<file path="src/rtl/rstc_pkg.sv">
package rstc_pkg;
   localparam int CAUSE_N = 4;
   localparam int CTL_SOFT = 0;
   localparam int CTL_ARM  = 1;

   typedef struct packed {
      logic slp;
      logic wd;
      logic sw;
      logic hw;
   } cause_t;

   typedef enum logic [1:0] {
      SLP_AWAKE,
      SLP_ENTER,
      SLP_OFF,
      SLP_WAKE
   } slp_state_e;
endpackage

</file>
<file path="src/rtl/rstc_sync.sv">
module rstc_sync #(
   parameter int STAGES = 2
) (
   input  logic clk,
   input  logic arst_n,
   output logic rst_n
);
   logic [STAGES-1:0] q;

   if (STAGES < 2) begin : g_bad_stages
      $error("rstc_sync: STAGES must be at least 2");
   end

   for (genvar i = 0; i < STAGES; i++) begin : g_stage
      if (i == 0) begin : g_first
         always_ff @(posedge clk or negedge arst_n) begin
            if (!arst_n) q[i] <= 1'b0;
            else         q[i] <= 1'b1;
         end
      end else begin : g_next
         always_ff @(posedge clk or negedge arst_n) begin
            if (!arst_n) q[i] <= 1'b0;
            else         q[i] <= q[i-1];
         end
      end
   end

   assign rst_n = q[STAGES-1];
endmodule

</file>
<file path="src/rtl/rstc_hold.sv">
module rstc_hold #(
   parameter int HOLD = 256
) (
   input  logic clk,
   input  logic rst_n,
   input  logic start,
   output logic busy
);
   localparam int CNT_W = (HOLD > 2) ? $clog2(HOLD) : 1;
   localparam logic [CNT_W-1:0] LOAD = CNT_W'(HOLD - 1);

   logic [CNT_W-1:0] cnt;

   if (HOLD < 2) begin : g_bad_hold
      $error("rstc_hold: HOLD must be at least 2");
   end

   always_ff @(posedge clk or negedge rst_n) begin
      if (!rst_n) begin
         busy <= 1'b0;
         cnt  <= '0;
      end else if (!busy) begin
         if (start) begin
            busy <= 1'b1;
            cnt  <= LOAD;
         end
      end else if (cnt == '0) begin
         busy <= 1'b0;
      end else begin
         cnt <= cnt - 1'b1;
      end
   end
endmodule

</file>
<file path="src/rtl/rstc_sleep.sv">
module rstc_sleep
   import rstc_pkg::*;
(
   input  logic clk,
   input  logic rst_n,
   input  logic enter,
   input  logic sleep_req,
   output logic active,
   output logic pwr_en
);
   slp_state_e state, nxt;

   always_comb begin
      nxt = state;
      unique case (state)
         SLP_AWAKE: if (enter) nxt = SLP_ENTER;
         SLP_ENTER: nxt = SLP_OFF;
         SLP_OFF:   if (!sleep_req) nxt = SLP_WAKE;
         SLP_WAKE:  nxt = SLP_AWAKE;
         default:   nxt = SLP_AWAKE;
      endcase
   end

   always_ff @(posedge clk or negedge rst_n) begin
      if (!rst_n) state <= SLP_AWAKE;
      else        state <= nxt;
   end

   assign active = (state != SLP_AWAKE);
   assign pwr_en = (state != SLP_OFF);
endmodule

</file>
<file path="src/rtl/rstc_regs.sv">
module rstc_regs
   import rstc_pkg::*;
(
   input  logic               clk,
   input  logic               rst_n,
   input  logic               wr,
   input  logic               addr,
   input  logic [CAUSE_N-1:0] wdata,
   input  cause_t             set_cause,
   input  logic               any_event,
   output logic               soft_req,
   output logic               wdog_en,
   output cause_t             status,
   output logic [CAUSE_N-1:0] rdata
);
   logic               wr_ctl, wr_sts;
   logic [CAUSE_N-1:0] clr;

   assign wr_ctl   = wr && !addr;
   assign wr_sts   = wr && addr;
   assign soft_req = wr_ctl && wdata[CTL_SOFT];
   assign clr      = wr_sts ? wdata : '0;

   always_ff @(posedge clk or negedge rst_n) begin
      if (!rst_n) status <= cause_t'(CAUSE_N'(1));
      else        status <= cause_t'((status & ~clr) | set_cause);
   end

   always_ff @(posedge clk or negedge rst_n) begin
      if (!rst_n)                          wdog_en <= 1'b0;
      else if (any_event)                  wdog_en <= 1'b0;
      else if (wr_ctl && wdata[CTL_ARM])   wdog_en <= 1'b1;
   end

   always_comb begin
      rdata = '0;
      if (addr) rdata = status;
      else      rdata[CTL_ARM] = wdog_en;
   end
endmodule

</file>
<file path="src/rtl/rst_source_ctrl.sv">
module rst_source_ctrl
   import rstc_pkg::*;
#(
   parameter int HOLD_CYCLES = 256,
   parameter int SYNC_STAGES = 2
) (
   input  logic               clk,
   input  logic               ext_rst_n,
   input  logic               reg_wr,
   input  logic               reg_addr,
   input  logic [CAUSE_N-1:0] reg_wdata,
   output logic [CAUSE_N-1:0] reg_rdata,
   input  logic               wdog_match,
   input  logic               sleep_req,
   output logic               core_rst_n,
   output logic               mem_rst_n,
   output logic               aon_rst_n,
   output logic               rst_out_n,
   output logic               self_refresh_hold,
   output logic               pwr_en
);
   logic   hw_rst_n;
   logic   busy, slp_active;
   logic   soft_req, wd_req, idle;
   logic   seq_start, slp_start;
   logic   wdog_en;
   cause_t status;
   cause_t set_cause;

   rstc_sync #(.STAGES(SYNC_STAGES)) u_sync (
      .clk    (clk),
      .arst_n (ext_rst_n),
      .rst_n  (hw_rst_n)
   );

   assign wd_req    = wdog_en && wdog_match;
   assign idle      = !busy && !slp_active;
   assign seq_start = idle && (soft_req || wd_req);
   assign slp_start = idle && sleep_req && !(soft_req || wd_req);

   always_comb begin
      set_cause     = '0;
      set_cause.sw  = seq_start && soft_req;
      set_cause.wd  = seq_start && wd_req;
      set_cause.slp = slp_start;
   end

   rstc_hold #(.HOLD(HOLD_CYCLES)) u_hold (
      .clk   (clk),
      .rst_n (hw_rst_n),
      .start (seq_start),
      .busy  (busy)
   );

   rstc_sleep u_sleep (
      .clk       (clk),
      .rst_n     (hw_rst_n),
      .enter     (slp_start),
      .sleep_req (sleep_req),
      .active    (slp_active),
      .pwr_en    (pwr_en)
   );

   rstc_regs u_regs (
      .clk       (clk),
      .rst_n     (hw_rst_n),
      .wr        (reg_wr),
      .addr      (reg_addr),
      .wdata     (reg_wdata),
      .set_cause (set_cause),
      .any_event (seq_start || slp_start),
      .soft_req  (soft_req),
      .wdog_en   (wdog_en),
      .status    (status),
      .rdata     (reg_rdata)
   );

   assign aon_rst_n         = hw_rst_n;
   assign mem_rst_n         = hw_rst_n && !slp_active;
   assign core_rst_n        = hw_rst_n && !slp_active && !busy;
   assign rst_out_n         = hw_rst_n && !busy;
   assign self_refresh_hold = slp_active;
endmodule

</file>
<file path="config.mk">
export PLATFORM = sky130hd
export DESIGN_NAME = rst_source_ctrl
export DESIGN_NICKNAME = d
export VERILOG_FILES = /design/src/rtl/rstc_pkg.sv /design/src/rtl/rstc_sync.sv /design/src/rtl/rstc_hold.sv /design/src/rtl/rstc_sleep.sv /design/src/rtl/rstc_regs.sv /design/src/rtl/rst_source_ctrl.sv
export SDC_FILE = /design/constraint.sdc
export NUM_CORES = 1
export LEC_CHECK = 0
export BUFFER_PORTS_ARGS = -buffer_cell sky130_fd_sc_hd__buf_2
export CORE_UTILIZATION = 45
export DETAILED_ROUTE_END_ITERATION = 16
export PLACE_DENSITY_LB_ADDON = 0.08
export SYNTH_ARGS = -nofsm -noshare
export SYNTH_HDL_FRONTEND = slang
export SYNTH_HIERARCHICAL = 1
export SYNTH_SLANG_ARGS = --single-unit
export TNS_END_PERCENT = 30
</file>
<file path="constraint.sdc">
create_clock -name clk -period 2.8 [get_ports clk]
set_input_delay 0.14 -clock clk [delete_from_list [all_inputs] [get_ports clk]]
set_output_delay 0.14 -clock clk [all_outputs]
set_load 0.1 [all_outputs]
</file>
# == Word level (Yosys, flattened, before mapping) ==
# Index checks and enable logic that the tools add are counted.
# W data, S select, Z words.
# totals
register_bits,18
output_inout_bits,10
wordCells,63
# classes
addsub,1
n_eq_ne,7
n_mux,15
n_bitwise,3
reduce_logical,27
# op_table
op,n
$mux W8,3
$logic_and A1 B1 Y1,14
$logic_not A8 Y1,1
$ne A2 B2 Y1 const B,4
$pmux W2 S4,1
$sub A8 B1 Y8 const B,1
$mux W1,7
$mux W2,3
$reduce_bool A2 Y1,3
$and A4 B4 Y4,1
$eq A2 B2 Y1 const B,2
$logic_not A1 Y1,4
$mux W4,1
$not A4 Y4,1
$or A4 B4 Y4,1
$reduce_and A2 Y1,2
$eq A2 B1 Y1 const B,1
$logic_not A2 Y1,1
$logic_or A1 B1 Y1,2

# == Logic depth before layout (Yosys ltp) ==
# Gate-level depths: netlist of run 1.
# depth
depth_word,8
mapped_depth,8
ltp_nobuf,8

# == By module ==
# Netlist of run 1, hierarchy kept.
# modules_own_cells
mod,instances,cells_per_inst,area_per_inst_um2,seq_area_each_um2
rstc_hold,1,46,481.7,225.2
rstc_regs,1,23,245.2,126.4
rstc_sleep,1,11,130.1,50.0
rst_source_ctrl,1,12,78.8,0.0
rstc_sync,1,3,53.8,50.0

# == Least setup slack after synthesis of run 1 ==
# Ideal clock, no wire load.
# synth_timing
path_type,reg2out
from,"reg u_sync.q[1], in the netlist u_sync/rst_n"
to,out mem_rst_n
arrival_time_ns,2.724
t_required_ns,2.660
slack_ns,-0.064
path_stages_with_launch,2
n_path_buf,0
cell_sequence,dfrtp_1 > nor2b_1
# synth_via
elab_chain_cells,1
# synth_lines
item,line_no,text
start: declaration,rstc_sync.sv:8,logic [STAGES-1:0] q;
start signal: indexed assignment,rstc_sync.sv:23,else q[i] <= q[i-1];
$logic_and A1 B1 Y1,rst_source_ctrl.sv:79,assign mem_rst_n = hw_rst_n && !slp_active;
end: declaration,rst_source_ctrl.sv:16,"output logic mem_rst_n,"
# Every way passes these cells.

# == Worst setup path after layout of run 1 ==
# layout_timing
from,reg u_sleep.state[0]
to,reg u_hold.cnt[7]
# layout_via
elab_chain_cells,6
# layout_lines
item,line_no,text
start: declaration,rstc_sleep.sv:11,"slp_state_e state, nxt;"
start signal: assignment,rstc_sleep.sv:26,else state <= nxt;
$reduce_bool A2 Y1,rstc_sleep.sv:29,assign active = (state != SLP_AWAKE);
$logic_not A1 Y1,rst_source_ctrl.sv:37,assign idle = !busy && !slp_active;
$logic_and A1 B1 Y1,rst_source_ctrl.sv:37,
$logic_and A1 B1 Y1,rst_source_ctrl.sv:38,assign seq_start = idle && (soft_req || wd_req);
via seq_start,rst_source_ctrl.sv:25,"logic seq_start, slp_start;"
$reduce_bool A2 Y1 (no source line),-,
$reduce_and A2 Y1 (no source line),-,
end signal: assignment,rstc_hold.sv:30,cnt <= cnt - 1'b1;
end: declaration,rstc_hold.sv:12,logic [CNT_W-1:0] cnt;
# The timed path passes the listed nets, and every way through them passes these cells.
# A chain may end at the register's enable or synchronous reset.

==> impl_metrics.yaml, run 1 <==
power:
  leakagePower_nw: 0.576
  ir_drop_mv: 0.826
  p_per_area_nw_per_um2: 1130
floorplanning:
  pin_count: 20
  start_util_pct: 48.9
  die_y_um: 48.9
  dieWidth_um: 48.9
  dieArea_sq_um: 2390
  row_count: 16
  coreArea_sq_um: 2020
run_status:
  status: "complete, no violations"
grt:
  grtUsageTotal_pct: 17.8
  grt_start_max_net_pins: 12
  grt_pass1_wl_um: 3240
  grt-ovfl-total: 0
  antenna_found_initial: 0
  grt_pass1_vias: 758
synthesis:
  synth_cell_types: 42
  seq_area_frac_synth_pct: 45.6
  ys_ff_latch: 18
  syn_area_sq_um: 990
  avgSynthCellArea_sq_um: 10.4
  synth_ff_type: "dfrtp_1"
  ys_warn_count: 6
  yosysTopAreaCell: "dfrtp_1"
  synth_edf_count: 0
  yosysTopAreaCellShare_pct: 43.0
  synthesis.nets: 109
  syn_inst: 95
  synthTopCellsByArea: "dfrtp_1 43%, ha_1 5.1%, nand3_1 4.0%, and2_2 3.8%, a21o_1 3.0%"
  synthArstFlopShare_pct: 100
drt:
  route.detailed.drc: 0
  wl_per_cell_um: 12.1
  viasPerCell: 5.16
  wl_um: 1760
  drtAntennaViolNets: 0
  first_pass_iters: 4
  drt_first_iter_violations: 10
  vias: 754
run:
  cap_violations: 0
placed_design:
  port_buffers: 19
  routabilityCongestion: 0.770
  dp_hpwl_um: 1330
  dp_worst_setup_slack_ns: 0.782
worst_setup_path:
  crit_start: "u_sleep/state[0]"
  critPathArrivalTime_ns: 2.22
  critPathLaunchType: "flip-flop"
  critPathBufInv: 2
  r2r-start: "u_sleep/state[0]"
  critical-path-top-delay-family: "simple AND/OR/NAND/NOR gates"
  cp_cell_sequence: "inv_1 > ha_1 > inv_2 > nor3_1 > o22ai_4 > nor4_1 > mux2_1"
  path_class: "reg -> reg"
  required_ns: 2.98
  slowest_delay_ns: 0.42
  cp_slowest_cell: "nor3_1"
  crit_fanout: 5
  endpoint_kind: "flip-flop"
min_path:
  worstHoldStart: "reg_wdata[1]"
  worstHoldPathType: "in -> reg"
timing:
  fin_skew_ns: 0.00410
  finalCriticalPeriod_ns: 2.03
  setup_viol: 0
  timing.fmax_mhz: 492
  final.setup.worst_slack_ns: 0.766
  min_period_over_period_pct: 72.7
  rsz0062_at_grt: "no"
  fin_setup_tns_ns: 0
  slew_viol_final: 0
  hold_viol: 0
layout:
  area_delta_synth_final_pct: 17.6
  drive_above_1_share_pct: 37.0
  fillCellCount: 191
  diodes: 0
  layout_common_cells: "19 x buf_2, 17 x dfrtp_1, 8 x inv_1, 8 x nand3_1, 5 x and2_2"
  fin_nets: 134
  final_common_cell: "buf_2"
  fin_util_pct: 57.5
clocking:
  clock-root-buffer: "clkbuf_4"
  htree_num_levels: 1
  clkTransAtPathRegs_ns: 0.10
  post_cts_buffers: 0
  cts_tree: "yes"
  holdBufCountCts: 1
  clock_path_buffers: 2
  clkSinkCount: 18
  cts_resized: 0
  cts_made_buffers: 3
  clock_latency_ns: 0.29
==> final timing paths <==
| kind | depth (start not counted) | slack (ns) | endpoint |
|---|---|---|---|
| worst max-delay path | 7 | 0.77 | u_hold/cnt[7] |
| worst min-delay path | 3 | 0.12 | u_regs/wdog_en |
| worst max register to register | 7 | 0.77 | u_hold/cnt[7] |
| worst min register to register | 0 | 0.16 | u_hold/busy |
| max in group asynchronous | 1 | 2.09 | u_regs/status[0] |
| min in group asynchronous | 2 | 0.14 | u_sync/rst_n |
==> per-stage QoR <==
step / std cells / hold slack (ns) / cell area (sq um) / power (mW)
final: 146 / 0.116 / 1160 / 1.31
after global routing: 146 / 0.103 / 1160 / 1.40
after CTS: 146 / 0.104 / 1160 / 1.32
after detailed placement: 141 / -0.0733 / 1120 / 1.16
after global placement: 141 / -0.0757 / 1120 / 1.14
after floorplan: 95 / -0.156 / 992 / 1.04
==> metal layers <==
metal  GRT usage, %  routed length, um  up-vias
met5              0                  0        -
met4           7.35                 15        0
met3           3.74                 53        2
met2           28.7                803       16
met1           23.1                889      357
li1               -                  -      379
==> synth_stat cells, drive strengths merged (3+ instances only) <==
library cell	count
dfrtp	17
inv	10
nand3	8
and2	5
o21ai	5
a21o	4
a21oi	4
ha	4
and3	3
nand2	3
nor3	3
==> state kept, by name, summed over array words and instances (netlist names) <==
signal	cells
u_regs/status	4
u_sleep/state	2
u_sync/q	1
u_hold/cnt	8
u_sync/rst_n	1
u_regs/wdog_en	1
u_hold/busy	1
==> worst min-delay path: stages <==
cell and delay [ns]:
buf_2 0.10, nand3b_1 0.07, a21oi_1 0.06
==> report_power, final <==
part           switching [mW]  internal, mW  total, mW
Clock                  0.0824        0.0793      0.162
Sequential              0.101         0.361      0.462
Combinational           0.465         0.223      0.688
Total                   0.648         0.663       1.31
==> layout make-up <==
type,count,area [sq um],share of cell area (%)
Timing Repair Buffer,21,113,9.68
Multi-Input combinational cell,66,492,42.3
Clock buffer,4,36.3,3.12
Sequential cell,18,452,38.8
Tap cell,27,33.8,2.90
Inverter,10,37.5,3.23
==> kinds of logic (layout without fill, tap and decap cells) <==
group,count (synthesis),count (layout),synth area share [%]
compound gates,21,21,17.1
flops,18,18,45.6
buf+inv,11,35,4.93
other cells,2,2,0.759
simple gates,36,36,23.0
fa+ha+maj,4,4,5.06
xor+xnor,1,1,0.885
mux,2,2,2.65
Power figures use the tool's default switching activity.
==> run 2: changes to the inputs <==
==> constraint.sdc (replaced) <==
create_clock -name clk -period 1.85 [get_ports clk]
set_input_delay 0.0925 -clock clk [delete_from_list [all_inputs] [get_ports clk]]
set_output_delay 0.0925 -clock clk [all_outputs]
set_load 0.1 [all_outputs]
==> impl_metrics.yaml, run 2 (same netlist as run 1, synthesis figures left out) <==
clocking:
  cts_made_buffers: 3
  clkTransAtPathRegs_ns: 0.10
  clock-root-buffer: "clkbuf_4"
  htree_num_levels: 1
  cts_tree: "yes"
  clock_latency_ns: 0.29
  clock_path_buffers: 2
  clkSinkCount: 18
floorplanning:
  coreArea_sq_um: 2020
  pin_count: 20
  start_util_pct: 48.9
  dieWidth_um: 48.9
  die_y_um: 48.9
  dieArea_sq_um: 2390
  row_count: 16
timing:
  min_period_over_period_pct: 93.4
  rsz0062_at_grt: "yes"
  hold_slack_ns: 0.0674
  slew_viol_final: 0
  timing.fmax_mhz: 579
  fin_skew_ns: 0.00369
  final.setup.worst_slack_ns: 0.123
  finalCriticalPeriod_ns: 1.73
  setup_viol: 0
  hold_viol: 0
layout:
  drive_above_1_share_pct: 44.1
  fillCellCount: 188
  multiInputGateArea_sq_um: 505
  reg_top3: "u_hold/cnt (8), u_regs/status (4), u_sleep/state (2)"
  registers.top_by_ff_count: "u_hold/cnt"
  area_delta_synth_final_pct: 26.5
  largest_reg_flops: 8
  layout_common_cells: "18 x buf_2, 17 x dfrtp_1, 9 x buf_4, 8 x nand3_1, 7 x inv_1"
  stdcell_area_sq_um: 1250
  fin_cells: 154
  diodes: 0
  final_common_cell: "buf_2"
  ff_latch_area_sq_um: 452
  fin_nets: 142
drt:
  wl_met2_um: 925
  wl_met1_um: 902
  drt_first_iter_violations: 14
  highest_layer: "met4"
  first_pass_iters: 2
  vias: 778
  route.detailed.drc: 0
  viasPerCell: 5.05
  wl_um: 1920
  drtAntennaViolNets: 0
  wl_per_cell_um: 12.5
  dr_wl_met3_um: 54
worst_setup_path:
  endpoint_kind: "output pin"
  critPathBufInv: 4
  crit_fanout: 3
  critical-path-top-delay-family: "buffers and inverters"
  cp_cell_sequence: "inv_1 > ha_2 > inv_2 > buf_4 > nor2b_2 > buf_2"
  required_ns: 1.76
  slowest_delay_ns: 0.42
  path_class: "reg -> out"
  critPathArrivalTime_ns: 1.63
  cp_slowest_cell: "buf_2"
  critPathLaunchType: "flip-flop"
run:
  cap_violations: 0
placed_design:
  routabilityCongestion: 0.791
  dp_worst_setup_slack_ns: 0.0576
  port_buffers: 19
  dp_hpwl_um: 1500
  dpl_cell_area_sq_um: 1180
  dp.cells: 148
grt:
  grt-ovfl-total: 0
  grt_pass1_wl_um: 3240
  antenna_found_initial: 0
  grt_start_max_net_pins: 14
  grt_pass1_vias: 741
  grtUsageTotal_pct: 18.2
run_status:
  status: "complete, no violations"
power:
  ir_drop_mv: 1.47
  p_per_area_nw_per_um2: 1700
  leakagePower_nw: 0.615
min_path:
  worstHoldPathType: "in -> reg"
## run 2: changes by cell type in the layout (fill, tap and decap cells not counted), sizes merged
cell and change:
buf +8
## run 2: final cells by class
cell class	instances	area share [%]
Multi-Input combinational cell	66	40.4
Sequential cell	18	36.1
Timing Repair Buffer	29	15.0
Inverter	10	3.00
Clock buffer	4	2.90
Tap cell	27	2.70
## run 2: worst paths after layout
path | startpoint | to | slack, ns | cells after the start
min in group asynchronous | ext_rst_n | u_sync/q[0] | 0.09 | 2
setup / recovery | u_sleep/state[1] | mem_rst_n | 0.12 | 6
hold reg to reg | u_sync/rst_n | u_sleep/state[0] | 0.11 | 0
hold / removal | reg_wdata[1] | u_regs/wdog_en | 0.07 | 3
setup reg to reg | u_sleep/state[1] | u_hold/cnt[7] | 0.13 | 8
max in group asynchronous | u_sync/rst_n | u_regs/status[0] | 1.19 | 1
## run 2: what timing repair did
item	CTS	global route
hold endpoints to repair	2	0
hold buffers	1	0
setup endpoints to repair	0	5
buffers inserted	0	1
gates resized for setup	0	4
## run 2: through the flow
step / power [mW] / util [%] / setup TNS [ns]
6_report: 2.13 / 61.9 / 0
5_1_grt: 2.27 / 61.9 / -0.0655
4_1_cts: 2.12 / 60.9 / 0
3_5_place_dp: 1.87 / 58.6 / 0
3_3_place_gp: 1.83 / 58.6 / 0
2_1_floorplan: 1.57 / - / -1.52
## run 2: worst reg2reg max path: stages (launching register included)
cell and delay (ns):
dfrtp_1 0.41, inv_1 0.07, ha_2 0.17, inv_2 0.05, nor3_2 0.13, buf_4 0.15
o22ai_4 0.07, nor4_2 0.22, mux2_1 0.34
## run 2: power breakdown
part / internal (mW) / switching (mW) / total (mW) / leakage (nW)
Sequential: 0.547 / 0.126 / 0.673 / 0.207
Clock: 0.120 / 0.121 / 0.241 / 0.0210
Combinational: 0.439 / 0.776 / 1.22 / 0.387
## run 2: layer usage
metal / vias up / track usage (%)
li1: 396 / -
met4: 0 / 8.82
met2: 12 / 30.1
met1: 366 / 22.8
met3: 4 / 3.43
met5: - / 0
==> run 3: changes to the inputs <==
--- a/config.mk
+++ b/config.mk
@@ -5,9 +5,10 @@
 export SDC_FILE = /design/constraint.sdc
 export NUM_CORES = 1
 export LEC_CHECK = 0
-export BUFFER_PORTS_ARGS = -buffer_cell sky130_fd_sc_hd__buf_2
 export CORE_UTILIZATION = 45
 export DETAILED_ROUTE_END_ITERATION = 16
+export DONT_BUFFER_PORTS = 1
+export HOLD_SLACK_MARGIN = 0.12
 export PLACE_DENSITY_LB_ADDON = 0.08
 export SYNTH_ARGS = -nofsm -noshare
 export SYNTH_HDL_FRONTEND = slang
==> impl_metrics.yaml, run 3 (same netlist as run 1, synthesis figures left out) <==
min_path:
  hold_depth: 3
  worstHoldPathType: "in -> reg"
  min_to: "u_regs/status[1]"
  worstHoldStart: "reg_wdata[0]"
timing:
  hold_slack_ns: 0.224
  rsz0062_at_grt: "yes"
  hold_viol: 0
  min_period_over_period_pct: 97.6
  timing.fmax_mhz: 554
  maxSlewHeadroom_pct: 65.9
  worst_pin_slew_ns: 0.513
  final.setup.worst_slack_ns: 0.0446
  fin_setup_tns_ns: 0
  finalCriticalPeriod_ns: 1.81
  fin_skew_ns: 0.00749
  slew_viol_final: 0
  setup_viol: 0
drt:
  drtAntennaViolNets: 0
  wl_per_cell_um: 13.1
  vias: 794
  route.detailed.drc: 0
  first_pass_iters: 3
  viasPerCell: 5.22
  drt_first_iter_violations: 16
  wl_um: 1990
layout:
  drive_above_1_share_pct: 33.6
  diodes: 0
  layout_common_cells: "17 x dfrtp_1, 13 x dlygate4sd3_1, 13 x buf_4, 8 x inv_1, 8 x nand3_1"
  final_common_cell: "dfrtp_1"
  registers.top_by_ff_count: "u_hold/cnt"
  fin_util_pct: 65.2
  reg_top3: "u_hold/cnt (8), u_regs/status (4), u_sleep/state (2)"
  largest_reg_flops: 8
  fin_cells: 152
  area_delta_synth_final_pct: 33.2
  stdcell_area_sq_um: 1320
  fin_nets: 140
worst_setup_path:
  path_class: "reg -> reg"
  r2r_cells: 8
  cp_slowest_cell: "dfrtp_1"
  r2r-start: "u_sleep/state[0]"
  r2r_slack_ns: 0.04
  slowest_delay_ns: 0.39
  crit_fanout: 3
  crit_start: "u_sleep/state[0]"
  endpoint_kind: "flip-flop"
  critPathArrivalTime_ns: 1.98
  cp_cell_sequence: "inv_1 > ha_2 > inv_2 > nor3_2 > buf_4 > o22ai_4 > nor4_4 > mux2_4"
  critPathLaunchType: "flip-flop"
  rr_endpoint: "u_hold/cnt[7]"
  required_ns: 2.03
clocking:
  cts_made_buffers: 3
  clock_path_buffers: 2
  htree_num_levels: 1
  cts_tree: "yes"
  clock-root-buffer: "clkbuf_4"
  clock_latency_ns: 0.29
  clkTransAtPathRegs_ns: 0.10
  clkSinkCount: 18
floorplanning:
  row_count: 16
  dieWidth_um: 48.9
  coreArea_sq_um: 2020
  start_util_pct: 48.9
  dieArea_sq_um: 2390
  die_y_um: 48.9
  pin_count: 20
run:
  cap_violations: 0
placed_design:
  dp_worst_setup_slack_ns: 0.00619
  routabilityCongestion: 0.761
  dp_hpwl_um: 1370
  dp.cells: 133
  port_buffers: 0
  dpl_cell_area_sq_um: 1120
power:
  power_mw: 2.10
  p_per_area_nw_per_um2: 1590
  ir_drop_mv: 1.16
  leakagePower_nw: 0.606
grt:
  grt_pass1_wl_um: 3370
  grtUsageTotal_pct: 18.6
  grt_start_max_net_pins: 15
  grt_pass1_vias: 754
  antenna_found_initial: 0
  grt-ovfl-total: 0
run_status:
  status: "complete, no violations"
==> run 3: worst max-delay path, delay by kind of cell, from the launching register on <==
kind,cells,cell delay (ns)
buf+inv,3,0.29
mux,1,0.32
simple gates,2,0.41
compound gates,1,0.08
flops,1,0.39
fa+ha+maj,1,0.19
==> run 3: how the worst max path moves through the flow <==
stage	end	slack, ns	cells past startpoint
final	u_hold/cnt[7]	0.04	8
after global routing	u_hold/cnt[4]	-0.05	9
after CTS	u_hold/cnt[7]	0.03	8
after detailed placement	u_hold/cnt[7]	0.006	8
after global placement	u_hold/cnt[7]	0.1	8
after floorplan	mem_rst_n	-0.53	1
==> run 3: report_power, final <==
group	leakage, nW	internal, mW	switching, mW
Sequential	0.207	0.547	0.130
Combinational	0.384	0.453	0.774
Clock	0.0150	0.0838	0.112
==> run 3: layout make-up <==
cell class	count	area [sq um]
multi-input cells	66	522
well taps	27	33.8
flip-flops and latches	18	452
inverters	10	37.5
fillers	175	703
clock buffers	4	26.3
repair buffers	27	248
==> run 3: per-layer routing <==
layer	vias up	global-route usage [%]	wire (um)
met1	382	23.2	880
met2	16	32.2	1030
met4	0	4.41	14
met5	-	0	0
met3	2	4.67	70
li1	394	-	-
==> run 3: what timing repair did <==
| item | in CTS | in global routing |
|---|---|---|
| hold buffers | 13 | 0 |
| resized for setup | 1 | 4 |
| hold endpoints to repair | 12 | 0 |
| setup buffers | 0 | 2 |
| setup endpoints to repair | 1 | 3 |
